[src/rtl/burst_pkg.sv]
package burst_pkg;
   typedef enum logic [1:0] {
      MODE_CONT   = 2'd0,
      MODE_WRAP8  = 2'd1,
      MODE_WRAP16 = 2'd2,
      MODE_WRAP32 = 2'd3
   } burst_mode_e;

   localparam int BLOCK_BITS = 6;

   function automatic logic [2:0] group_bits(burst_mode_e m);
      case (m)
         MODE_WRAP8:  return 3'd3;
         MODE_WRAP16: return 3'd4;
         MODE_WRAP32: return 3'd5;
         default:     return 3'd0;
      endcase
   endfunction
endpackage

[src/rtl/burst_group_mask.sv]
module burst_group_mask
   import burst_pkg::*;
#(
   parameter int ADDR_W = 23
) (
   input  burst_mode_e        mode_i,
   output logic [ADDR_W-1:0]  mask_o
);
   logic [2:0] gbits;
   logic       is_cont;

   assign gbits   = group_bits(mode_i);
   assign is_cont = (mode_i == MODE_CONT);

   for (genvar i = 0; i < ADDR_W; i++) begin : g_bit
      assign mask_o[i] = is_cont | (int'(gbits) > i);
   end
endmodule

[src/rtl/burst_next_addr.sv]
module burst_next_addr #(
   parameter int ADDR_W = 23
) (
   input  logic [ADDR_W-1:0] cur_i,
   input  logic [ADDR_W-1:0] mask_i,
   output logic [ADDR_W-1:0] next_o
);
   logic [ADDR_W-1:0] inc;

   assign inc    = cur_i + ADDR_W'(1);
   assign next_o = (cur_i & ~mask_i) | (inc & mask_i);
endmodule

[src/rtl/burst_limit_counter.sv]
module burst_limit_counter #(
   parameter int LIMIT = 128
) (
   input  logic clk,
   input  logic rst_n,
   input  logic clear_i,
   input  logic enable_i,
   input  logic step_i,
   output logic done_o
);
   localparam int CW = $clog2(LIMIT + 1);
   localparam logic [CW-1:0] LAST = CW'(LIMIT - 1);

   logic [CW-1:0] cnt_q;

   if (LIMIT < 2) begin : g_bad_limit
      $error("LIMIT must be at least 2");
   end

   assign done_o = enable_i && (cnt_q == LAST);

   always_ff @(posedge clk or negedge rst_n) begin
      if (!rst_n)                            cnt_q <= '0;
      else if (clear_i)                      cnt_q <= '0;
      else if (enable_i && step_i && !done_o) cnt_q <= cnt_q + CW'(1);
   end

   AST_CNT_BOUNDED: assert property (@(posedge clk) disable iff (!rst_n)
      cnt_q <= LAST);
endmodule

[src/rtl/burst_addr_gen.sv]
module burst_addr_gen
   import burst_pkg::*;
#(
   parameter int ADDR_W     = 23,
   parameter int WRAP_LIMIT = 128
) (
   input  logic              clk,
   input  logic              rst_n,
   input  logic              load,
   input  logic [ADDR_W-1:0] start_addr,
   input  logic [1:0]        mode,
   input  logic              advance,
   output logic [ADDR_W-1:0] addr,
   output logic              boundary,
   output logic              done
);
   localparam logic [BLOCK_BITS-1:0] BLK_LAST = '1;

   if (ADDR_W < BLOCK_BITS) begin : g_bad_width
      $error("ADDR_W must cover at least one 64-word block");
   end

   burst_mode_e       mode_q;
   logic [ADDR_W-1:0] addr_q;
   logic [ADDR_W-1:0] grp_mask;
   logic [ADDR_W-1:0] addr_nxt;
   logic              is_wrap;
   logic              lim_hit;

   assign is_wrap = (mode_q != MODE_CONT);

   burst_group_mask #(.ADDR_W(ADDR_W)) u_mask (
      .mode_i (mode_q),
      .mask_o (grp_mask)
   );

   burst_next_addr #(.ADDR_W(ADDR_W)) u_next (
      .cur_i  (addr_q),
      .mask_i (grp_mask),
      .next_o (addr_nxt)
   );

   burst_limit_counter #(.LIMIT(WRAP_LIMIT)) u_lim (
      .clk      (clk),
      .rst_n    (rst_n),
      .clear_i  (load),
      .enable_i (is_wrap),
      .step_i   (advance),
      .done_o   (lim_hit)
   );

   always_ff @(posedge clk or negedge rst_n) begin
      if (!rst_n) begin
         addr_q <= '0;
         mode_q <= MODE_CONT;
      end else if (load) begin
         addr_q <= start_addr;
         mode_q <= burst_mode_e'(mode);
      end else if (advance && !lim_hit) begin
         addr_q <= addr_nxt;
      end
   end

   assign addr     = addr_q;
   assign done     = lim_hit;
   assign boundary = !is_wrap && (addr_q[BLOCK_BITS-1:0] == BLK_LAST);

   AST_LOAD_TAKES: assert property (@(posedge clk) disable iff (!rst_n)
      load |=> (addr == $past(start_addr)));
   AST_STAY_IN_GROUP: assert property (@(posedge clk) disable iff (!rst_n)
      (!load && is_wrap) |=> ((addr & ~grp_mask) == ($past(addr) & ~grp_mask)));
   AST_HOLD_IDLE: assert property (@(posedge clk) disable iff (!rst_n)
      (!load && !advance) |=> $stable(addr));
   AST_DONE_FREEZE: assert property (@(posedge clk) disable iff (!rst_n)
      (done && !load) |=> $stable(addr));
   AST_CONT_STEP: assert property (@(posedge clk) disable iff (!rst_n)
      (!load && advance && !is_wrap) |=> (addr == $past(addr) + ADDR_W'(1)));
   AST_NO_CONT_DONE: assert property (@(posedge clk) disable iff (!rst_n)
      !is_wrap |-> !done);
   AST_BOUNDARY_MODE: assert property (@(posedge clk) disable iff (!rst_n)
      boundary |-> !is_wrap);
endmodule

[config.mk]
export PLATFORM = sky130hd
export DESIGN_NAME = burst_addr_gen
export DESIGN_NICKNAME = d
export VERILOG_FILES = /design/src/rtl/burst_pkg.sv /design/src/rtl/burst_group_mask.sv /design/src/rtl/burst_next_addr.sv /design/src/rtl/burst_limit_counter.sv /design/src/rtl/burst_addr_gen.sv
export SDC_FILE = /design/constraint.sdc
export NUM_CORES = 1
export LEC_CHECK = 0
export ABC_AREA = 1
export ABC_CLOCK_PERIOD_IN_PS = 1500
export BUFFER_PORTS_ARGS = -buffer_cell sky130_fd_sc_hd__buf_2
export CAP_MARGIN = 10
export CORE_MARGIN = 3
export CORE_UTILIZATION = 30
export DETAILED_ROUTE_END_ITERATION = 16
export PLACE_DENSITY = 0.52
export SLEW_MARGIN = 20
export SYNTH_ARGS = -nofsm -noshare
export SYNTH_HDL_FRONTEND = slang
export SYNTH_SLANG_ARGS = --single-unit
[constraint.sdc]
create_clock -name clk -period 1.5 [get_ports clk]
set_input_delay 0.15 -clock clk [delete_from_list [all_inputs] [get_ports clk]]
set_output_delay 0.15 -clock clk [all_outputs]
set_load 0.005 [all_outputs]
# Yosys cells after proc, flatten, opt, wreduce, memory -nomap -nowiden
# Cells that the tools add are included.
# classes
div,0
reduce_logical,11
n_mul,0
eq_ne,5
shifts,0
order_cmp,7
addsub,2
n_mux,5
n_bitwise,11
# op_table
op,count
$and 23x23->23,2
$mux 23,2
$add 23x1->23 const B,1
$not 23->23,1
$or 23x23->23,1
$mux 8,2
$gt 3x3->1 const B,3
$pmux 3 s3,1
$add 8x1->8 const B,1
$eq 8x7->1 const B,1
$or 1x1->1,7
$eq 6x6->1 const B,1
$gt 3x1->1 const B,2
$gt 3x2->1 const B,2
$reduce_bool 2->1,3
$logic_and 1x1->1,5
$eq 2x2->1 const B,2
$eq 2x1->1 const B,1
$logic_not 1->1,2
$logic_not 2->1,1
# word_totals
in_bits,29
ff_bits,33
out_inout_bits,25
rom_bits,0
memories,0
elab_cells,44
mem_bits_rw,0
latch_bits,0

# Logic depth before layout (Yosys ltp)
# Gate-level depths: netlist of the first run.
# depth
word_depth,9
mapped_depth,10
depth_no_buf,10

# By module
# Synthesis of the first run repeated with hierarchy kept, for this count alone.
# unflattened
cells_unflattened,431
hier_area_um2,2891.5
# modules_own_cells
mod,cells_per_inst,area_each_um2,seq_area_each_um2,n_inst
burst_addr_gen,190,1468.9,625.6,1
burst_next_addr,136,689.4,0.0,1
burst_limit_counter,76,523.0,200.2,1
burst_group_mask,29,210.2,0.0,1

# Worst setup path after synthesis of the first run
# Ideal clock, no wire load.
# synth_path
kind,reg2reg
from,register addr_q[0] (netlist: addr[0])
to,register with a tool-made name
path_buffers,0
stages_incl_launch_ff,11
period_less_slack_ns,1.442
setup_ns,0.117
t_arrival_ns,1.326
slack_ns,0.058
required_ns,1.383
path_cell_list,dfrtp_1 ha_1 nand2_2 nor2_4 nand2_4 nor2_4 nand2_1 nand2_1 nand2_1 nand2_1 nand2_1
# synth_rtl
element,line,source
from (decl),burst_addr_gen.sv:24,logic [ADDR_W-1:0] addr_q;
from (signal assigned),burst_addr_gen.sv:57,addr_q <= start_addr;
from (signal assigned),burst_addr_gen.sv:60,addr_q <= addr_nxt;

# Worst setup path after layout of the first run
# layout_path
from,register u_lim.cnt_q[1]
to,output port done
# layout_between
elab_chain_cells,2
# layout_lines
element,line,source
from (decl),burst_limit_counter.sv:14,logic [CW-1:0] cnt_q;
from (signal assigned),burst_limit_counter.sv:25,else if (enable_i && step_i && !done_o) cnt_q <= cnt_q + CW'(1);
$eq 8x7->1,burst_limit_counter.sv:20,assign done_o = enable_i && (cnt_q == LAST);
$logic_and 1x1->1,burst_limit_counter.sv:20,
to (decl),burst_addr_gen.sv:15,output logic done
# No other way between the ends.

==> flow_metrics.tcl, run 1 <==
set metrics [dict create \
    status "complete, but fails checks" \
    violations "negative setup slack" \
    ys_seq_area_frac 0.345 \
    rsz0062_at_grt "true" \
    design.final.nets 490 \
    setup_ws_ns -0.0692 \
    ioPinCount 54 \
    maxClockFrequency_mhz 637 \
    clockBufferDepth 2 \
    cts_sinks 33 \
    io_buffers 53 \
    routabilityCongestion 0.871 \
    start_kind "register" \
    whs_ns 0.0790 \
    synthToLayoutAreaGrowth_pct 34.6 \
    synth_nets 407 \
    root_buffer "clkbuf_8" \
    drt_iter0_markers 126 \
    drv_slew 0 \
    hp-class "primary input to register" \
    ys_warn_count 0 \
    hold_viol_final 0 \
    crit_buf_inv 1 \
    dp_cells 540 \
    netlist-cell-type-count 28 \
    avgSynthCellArea_um2 6.41 \
    path_delay_family "simple AND/OR/NAND/NOR gates" \
    die_x_um 95.4 \
    critical_path_class "register to primary output" \
    grt_pass1_wl_um 11600 \
    grtUsageTotal 0.163 \
    hpwlAfterDp_um 5320 \
    numCtsBuffers 5 \
    clk_pin_slew_ns 0.07 \
    p_per_area_nw_per_um2 808 \
    yosysMostFrequentCell "nand2_1" \
    syn_inst 374 \
    std_cell_rows 31 \
    cp_cell_sequence "ha_2, nand3_4, nor2_4, nand2_2, nor4_2, buf_2" \
    drt_wl_total_um 7120 \
    antenna_found_initial 0 \
    synth_area_leaders "dfrtp_1, nand2_1, nand3_1" \
    via_per_inst 4.70 \
    drive_gt1_frac 0.288 \
    setup_violations 1 \
    period_share 1.05 \
    drcViolationCount 0 \
    fp.dieH_um 95.4 \
    netlist_top_cells_count "nand2_1, nand3_1, dfrtp_1, inv_1, nor2_1" \
    initial_core_util 0.320 \
    first_global_vias 2482 \
    core_area_um2 7490 \
    synth_top_cell_by_area "dfrtp_1" \
    fp.dieArea_um2 9100 \
    crit_path_max_fanout 3 \
    synth_edf_count 0 \
    peakVddDrop_mv 0.562 \
    n_antenna_cell 0 \
    endpoint_kind "primary output" \
    critPathSlowestCell "dfrtp_1" \
    crit_required_ns 1.35 \
    grt_max_degree 22 \
    ys.flop_type "dfrtp_1" \
    vias 2620 \
    clk_latency_ns 0.29 \
    htree_levels 2 \
    final_cell_count_no_fill 557 \
    ant_nets 0 \
    worstMarginPinSlew_ns 0.433 \
    synth.top_cell.area_share 0.345 \
    critical-path-max-stage-delay_ns 0.36 \
    max-cap-violations 0 \
    dr.pass1.iters 4 \
    cts_tree "built" \
    p_leak_nw 1.64 \
    dp_slack_ns 0.0635 \
    finClkSkew_ns 0.00819 \
    layout_min_cycle_time_ns 1.57 \
    syn_area_um2 2400 \
    routedWlPerCell_um 12.8 \
    arrival_ns 1.42 \
    final_util 0.431 \
    ys_ff_latch 33 \
    slew_headroom 0.712 \
    synth-async-reset-ratio 1.00 \
    gr-total-overflow 0 \
]
[tightest hold or removal path: stages]
cell     delay [ns]
buf_2          0.08
nand2_1        0.05
nand3_1        0.07
[power by group]
| part | internal (W) | total, W | switching (W) |
|---|---|---|---|
| sequential | 0.000984 | 0.00110 | 0.000115 |
| clock | 0.000415 | 0.000757 | 0.000342 |
| combinational | 0.000351 | 0.000750 | 0.000399 |
[routing by layer]
| metal | GRT usage | up-vias | share of wire |
|---|---|---|---|
| met1 | 0.197 | 1216 | 0.45 |
| met3 | 0.0324 | 5 | 0.040 |
| met2 | 0.293 | 45 | 0.50 |
| li1 | - | 1354 | - |
| met4 | 0.0427 | 0 | 0.0083 |
| met5 | 0 | - | 0 |
[area by class of cell]
type                       count  area [um^2]
clock buffer                   7         96.3
clock inverter                 1         5.00
fill                         817         4260
inverter                      36          138
multi-input combinational    294         1480
sequential                    33          832
tap                           99          124
timing repair buffer          87          556
[worst paths after layout]
path,startpoint,end,slack (ns),cells past startpoint
setup / recovery,u_lim.cnt_q[1],done,-0.07,6
hold / removal,start_addr[12],register,0.08,3
setup reg to reg,addr[1],register,0.05,11
hold reg to reg,mode_q[1],mode_q[1],0.58,2
max in group asynchronous,rst_n,asynchronous set/reset pin,0.71,3
min in group asynchronous,rst_n,asynchronous set/reset pin,0.33,2
[stage by stage]
step | cell area (um^2) | total power (W) | TNS (ns)
3_3_place_gp | 2940 | 0.00178 | 0
2_1_floorplan | 2400 | 0.00145 | 0
4_1_cts | 3130 | 0.00260 | -0.185
6_report | 3230 | 0.00261 | -0.0692
5_1_grt | 3230 | 0.00279 | -0.307
3_5_place_dp | 2940 | 0.00179 | 0
[repair_timing]
item | in CTS | in global routing
gates resized for setup | 12 | 20
endpoints found under the hold margin | 15 | 0
pin swaps | 3 | 4
setup endpoints to repair | 2 | 16
hold buffers | 1 | 0
buffers inserted | 4 | 4
[layout by cell type, fill, tap and decap left out, types with 2 or more instances in the layout]
cell        n
xor2_1      5
nor3b_1     2
ha_2        2
nand3_4     2
nand4_1     4
buf_2      53
nor2_2      5
nand3_1    59
nor2_1     29
xnor2_1     3
nand3_2     3
o21ai_1     5
nand2_2     4
buf_4      29
nand3b_1    3
nand2_1   147
o21bai_1    4
o21ai_0     4
dfrtp_1    28
buf_6       2
dfrtp_2     5
nand2_4     2
nor2_4      5
inv_2       5
inv_1      30
clkbuf_8    7
buf_12      2
[cells by family after synthesis]
| group | count (synthesis) | share of synthesized area |
|---|---|---|
| and+or+nand+nor | 268 | 0.492 |
| xor gates and xnor gates | 8 | 0.0292 |
| adders and majority gates | 4 | 0.0209 |
| AOI/OAI and AO/OA | 14 | 0.0334 |
| DFF | 33 | 0.345 |
| buffers and inverters | 47 | 0.0794 |
(Power assumes the default switching activity.)
==> run 2: changes to the inputs <==
Settings changed: ABC_CLOCK_PERIOD_IN_PS 1500 to 1390.
Clock period 1.5 ns to 1.39 ns, I/O delays scaled along.
==> flow_metrics.tcl, run 2 (synthesized netlist as in run 1, its figures left out) <==
set metrics [dict create \
    status "complete, but fails checks" \
    violations "negative setup slack" \
    dpl_cell_area_um2 3090 \
    setup_violations 3 \
    worstHoldPathCells 3 \
    htree_levels 2 \
    final_cell_mix "nand2_1, nand3_1, buf_2" \
    maxClockFrequency_mhz 648 \
    p_clk_frac 0.254 \
    grt_pass1_wl_um 12200 \
    critical_path_class "register to primary output" \
    design_area_um2 3520 \
    grtUsageTotal 0.171 \
    layout_commonest_cell "nand2_1" \
    worstMarginPinSlew_ns 0.370 \
    p_per_area_nw_per_um2 798 \
    max-cap-violations 0 \
    fp.dieArea_um2 9100 \
    crit_path_max_fanout 4 \
    io_buffers 53 \
    final_util 0.470 \
    cts_sinks 33 \
    vias 2721 \
    endpoint_kind "primary output" \
    power.switching_w 0.000964 \
    swShare 0.343 \
    layout_min_cycle_time_ns 1.54 \
    fill_cells 785 \
    reg2reg_slack_ns -0.01 \
    drcViolationCount 0 \
    p_leak_nw 1.76 \
    rr_startpoint "u_lim.cnt_q[0]" \
    period_share 1.11 \
    std_cell_rows 31 \
    drt_iter0_markers 97 \
    arrival_ns 1.40 \
    dr.pass1.iters 4 \
    grt_max_degree 37 \
    clk_latency_ns 0.29 \
    design.final.nets 514 \
    antenna_found_initial 0 \
    root_buffer "clkbuf_8" \
    die_x_um 95.4 \
    routabilityCongestion 0.888 \
    routedWlPerCell_um 12.8 \
    whs_endpoint "mode_q[1]" \
    cts_tree "built" \
    start_kind "register" \
    initial_core_util 0.320 \
    rsz0062_at_grt "true" \
    ioPinCount 54 \
    first_global_vias 2569 \
    hold_viol_final 0 \
    r2r_cells 9 \
    n_antenna_cell 0 \
    core_area_um2 7490 \
    peakVddDrop_mv 0.370 \
    internal_power_w 0.00185 \
    via_per_inst 4.69 \
    gr-total-overflow 0 \
    hp-start "mode[1]" \
    hpwlAfterDp_um 5650 \
    hp-class "primary input to register" \
    setup_ws_ns -0.153 \
    clockBufferDepth 2 \
    slew_headroom 0.753 \
    drive_gt1_frac 0.368 \
    rr_endpoint "addr[1]" \
    p_seq_frac 0.423 \
    numCtsBuffers 5 \
    power_w 0.00281 \
    drv_slew 0 \
    synthToLayoutAreaGrowth_pct 46.9 \
    p_comb_frac 0.322 \
    ant_nets 0 \
    clk_pin_slew_ns 0.07 \
    fp.dieH_um 95.4 \
    finClkSkew_ns 0.00567 \
    crit_required_ns 1.25 \
    drt_wl_total_um 7440 \
]
==> run 2: cell types whose count changed in the layout (fill, tap and decap cells not counted), moves of 5 or more <==
cell / previous run / this run
buf_4: 29 / 50
nand2_1: 147 / 141
nand2_2: 4 / 9
nor2_1: 29 / 20
nor2_2: 5 / 11
==> run 2: repair_timing <==
item | in CTS | in global routing
endpoints found under the hold margin | 24 | 0
buffers inserted | 5 | 8
gates cloned | 0 | 1
setup endpoints to repair | 7 | 27
hold buffers | 1 | 0
gates resized for setup | 14 | 50
pin swaps | 5 | 10
==> run 2: how the worst max path moves through the flow <==
stage | from | to | slack [ns] | cells after the start
after global routing | u_lim.cnt_q[0] | done | -0.21 | 6
after floorplan | addr[1] | register | 0.008 | 10
after CTS | u_lim.cnt_q[1] | done | -0.23 | 6
after detailed placement | addr[0] | register | -0.03 | 10
after global placement | addr[0] | register | 0.001 | 10
final | mode_q[0] | done | -0.15 | 5
==> run 2: per-layer routing <==
metal	track usage	share of wire
met5	0	0
met2	0.294	0.49
met1	0.224	0.46
met4	0.0427	0.010
met3	0.0268	0.037
==> run 2: final cells by class <==
type | count | area, um^2 | area share
Tap cell | 99 | 124 | 0.0352
Timing Repair Buffer | 110 | 744 | 0.211
Inverter | 36 | 140 | 0.0398
Multi-Input combinational cell | 295 | 1600 | 0.454
Sequential cell | 33 | 836 | 0.237
Clock buffer | 6 | 72.6 | 0.0206
Clock inverter | 1 | 5.00 | 0.00142
==> run 2: power by group through the flow <==
stage          clock network, W  registers (W)  logic (W)
3_5_place_dp                  0        0.00119   0.000803
5_1_grt                0.000769        0.00121    0.00102
6_report               0.000714        0.00119   0.000906
3_3_place_gp                  0        0.00118   0.000795
2_1_floorplan                 0        0.00120   0.000362
4_1_cts                0.000732        0.00118   0.000843
==> run 2: stage by stage <==
step	setup TNS [ns]	std cells	setup WS [ns]	hold slack [ns]
2_1_floorplan	0	374	0.00835	-0.157
3_3_place_gp	0	558	0.00131	0.0326
3_5_place_dp	-0.0329	558	-0.0259	0.0297
4_1_cts	-0.285	571	-0.227	0.0668
5_1_grt	-1.56	580	-0.214	0.0671
6_report	-0.196	580	-0.153	0.0654
==> run 2: worst max-delay path, stage by stage (launching register included) <==
cell     delay [ns]
dfrtp_1        0.36
inv_2          0.05
ha_4           0.17
buf_4          0.13
nor4_2         0.25
buf_2          0.15
==> run 3: changes to the inputs <==
--- a/constraint.sdc
+++ b/constraint.sdc
@@ -3,2 +3,2 @@
 set_output_delay 0.139 -clock clk [all_outputs]
-set_load 0.005 [all_outputs]
+set_load 0.02 [all_outputs]
==> flow_metrics.tcl, run 3 (synthesized netlist as in run 1, its figures left out) <==
set metrics [dict create \
    cp_cell_sequence "ha_2, nand3_4, nor2_4, nand2_2, nor4_4, buf_4" \
    antenna_found_initial 0 \
    hpwlAfterDp_um 5410 \
    endpoint_kind "primary output" \
    period_share 1.14 \
    dp_cells 557 \
    status "complete, but fails checks" \
    drv_slew 0 \
    p_leak_nw 1.84 \
    drt_wl_total_um 7970 \
    violations "negative setup slack" \
    start_kind "register" \
    setup_ws_ns -0.192 \
    clk_pin_slew_ns 0.07 \
    final_cell_mix "nand2_1, nand3_1, buf_4" \
    ioPinCount 54 \
    design_area_um2 3710 \
    setup_violations 16 \
    numCtsBuffers 5 \
    slew_headroom 0.792 \
    drive_gt1_frac 0.387 \
    grtUsageTotal 0.173 \
    finClkSkew_ns 0.00606 \
    crit_required_ns 1.25 \
    drt_iter0_markers 94 \
    p_per_area_nw_per_um2 812 \
    dr.pass1.iters 4 \
    clockBufferDepth 2 \
    critical-path-max-stage-delay_ns 0.36 \
    dpl_cell_area_um2 3120 \
    drcViolationCount 0 \
    path_delay_family "simple AND/OR/NAND/NOR gates" \
    grt_max_degree 34 \
    rsz0062_at_grt "true" \
    routedWlPerCell_um 13.6 \
    root_buffer "clkbuf_8" \
    core_area_um2 7490 \
    max-cap-violations 0 \
    p_comb_frac 0.364 \
    htree_levels 2 \
    maxClockFrequency_mhz 632 \
    hold_viol_final 0 \
    layout_min_cycle_time_ns 1.58 \
    n_antenna_cell 0 \
    die_x_um 95.4 \
    first_global_vias 2579 \
    design.final.nets 521 \
    cts_tree "built" \
    final_cell_count_no_fill 588 \
    p_clk_frac 0.244 \
    p_seq_frac 0.393 \
    synthToLayoutAreaGrowth_pct 55.0 \
    fp.dieH_um 95.4 \
    internal_power_w 0.00191 \
    layout_commonest_cell "nand2_1" \
    critical_path_class "register to primary output" \
    io_buffers 53 \
    clk_latency_ns 0.29 \
    initial_core_util 0.320 \
    worstMarginPinSlew_ns 0.312 \
    fin_tns_setup_ns -1.49 \
    grt_pass1_wl_um 12300 \
    via_per_inst 4.64 \
    gr-total-overflow 0 \
    crit_path_max_fanout 2 \
    power.switching_w 0.00111 \
    std_cell_rows 31 \
    peakVddDrop_mv 0.440 \
    critPathSlowestCell "dfrtp_1" \
    arrival_ns 1.44 \
    ant_nets 0 \
    cts_sinks 33 \
    fill_cells 769 \
    vias 2731 \
    routabilityCongestion 0.824 \
    crit_buf_inv 1 \
    final_util 0.496 \
    hp-class "primary input to register" \
    fp.dieArea_um2 9100 \
    swShare 0.367 \
]
run 3: final cells by class:
class,count,area [um^2],share of cell area
sequential,33,832,0.224
timing repair buffer,117,855,0.230
tap,99,124,0.0333
clock buffer,8,80.1,0.0216
inverter,36,138,0.0370
multi-input combinational,295,1690,0.454
run 3: worst reg2reg max path, stage by stage (launching register included):
cell	delay, ns
dfrtp_1	0.36
ha_2	0.21
nand3_4	0.09
buf_4	0.15
buf_6	0.11
inv_4	0.06
nand3_4	0.12
buf_6	0.15
nand3_1	0.08
nand3_1	0.08
run 3: what timing repair did:
item	in CTS	in global routing
gates cloned	1	2
resized for setup	26	56
hold buffers	1	0
endpoints found under the hold margin	33	0
pin swaps	8	17
setup buffers	9	10
endpoints found under the setup margin	12	29
run 3: worst paths after layout:
kind / startpoint / endpoint / slack [ns] / cells past startpoint
worst max-delay path: u_lim.cnt_q[0] / done / -0.19 / 6
worst min-delay path: mode[1] / mode_q[1] / 0.06 / 3
worst max register to register: u_lim.cnt_q[0] / register / -0.13 / 9
worst min register to register: mode_q[0] / mode_q[0] / 0.58 / 2
max in group asynchronous: rst_n / addr[1] / 0.85 / 3
min in group asynchronous: rst_n / u_lim.cnt_q[4] / 0.34 / 3
run 3: stage by stage:
stage / hold WS, ns / power, W / worst slack (ns)
after CTS: 0.0529 / 0.00290 / -0.225
final: 0.0573 / 0.00302 / -0.192
after floorplan: -0.157 / 0.00167 / 0.00766
after global placement: 0.123 / 0.00209 / -0.0154
after detailed placement: 0.115 / 0.00210 / -0.0771
after global routing: 0.0748 / 0.00321 / -0.287
run 3: power groups by stage:
stage	registers (W)	logic, W	clock network, W
after CTS	0.00117	0.000978	0.000750
after global routing	0.00120	0.00121	0.000798
final	0.00118	0.00110	0.000736
after detailed placement	0.00119	0.000911	0
after global placement	0.00119	0.000907	0
after floorplan	0.00130	0.000369	0
run 3: routing by layer:
metal  part of all wire  up-vias  global-route usage
met5                  0        -                   0
met4             0.0088        0              0.0391
met3              0.044        7              0.0316
met2               0.45       51               0.283
met1               0.50     1261               0.238
li1                   -     1412                   -
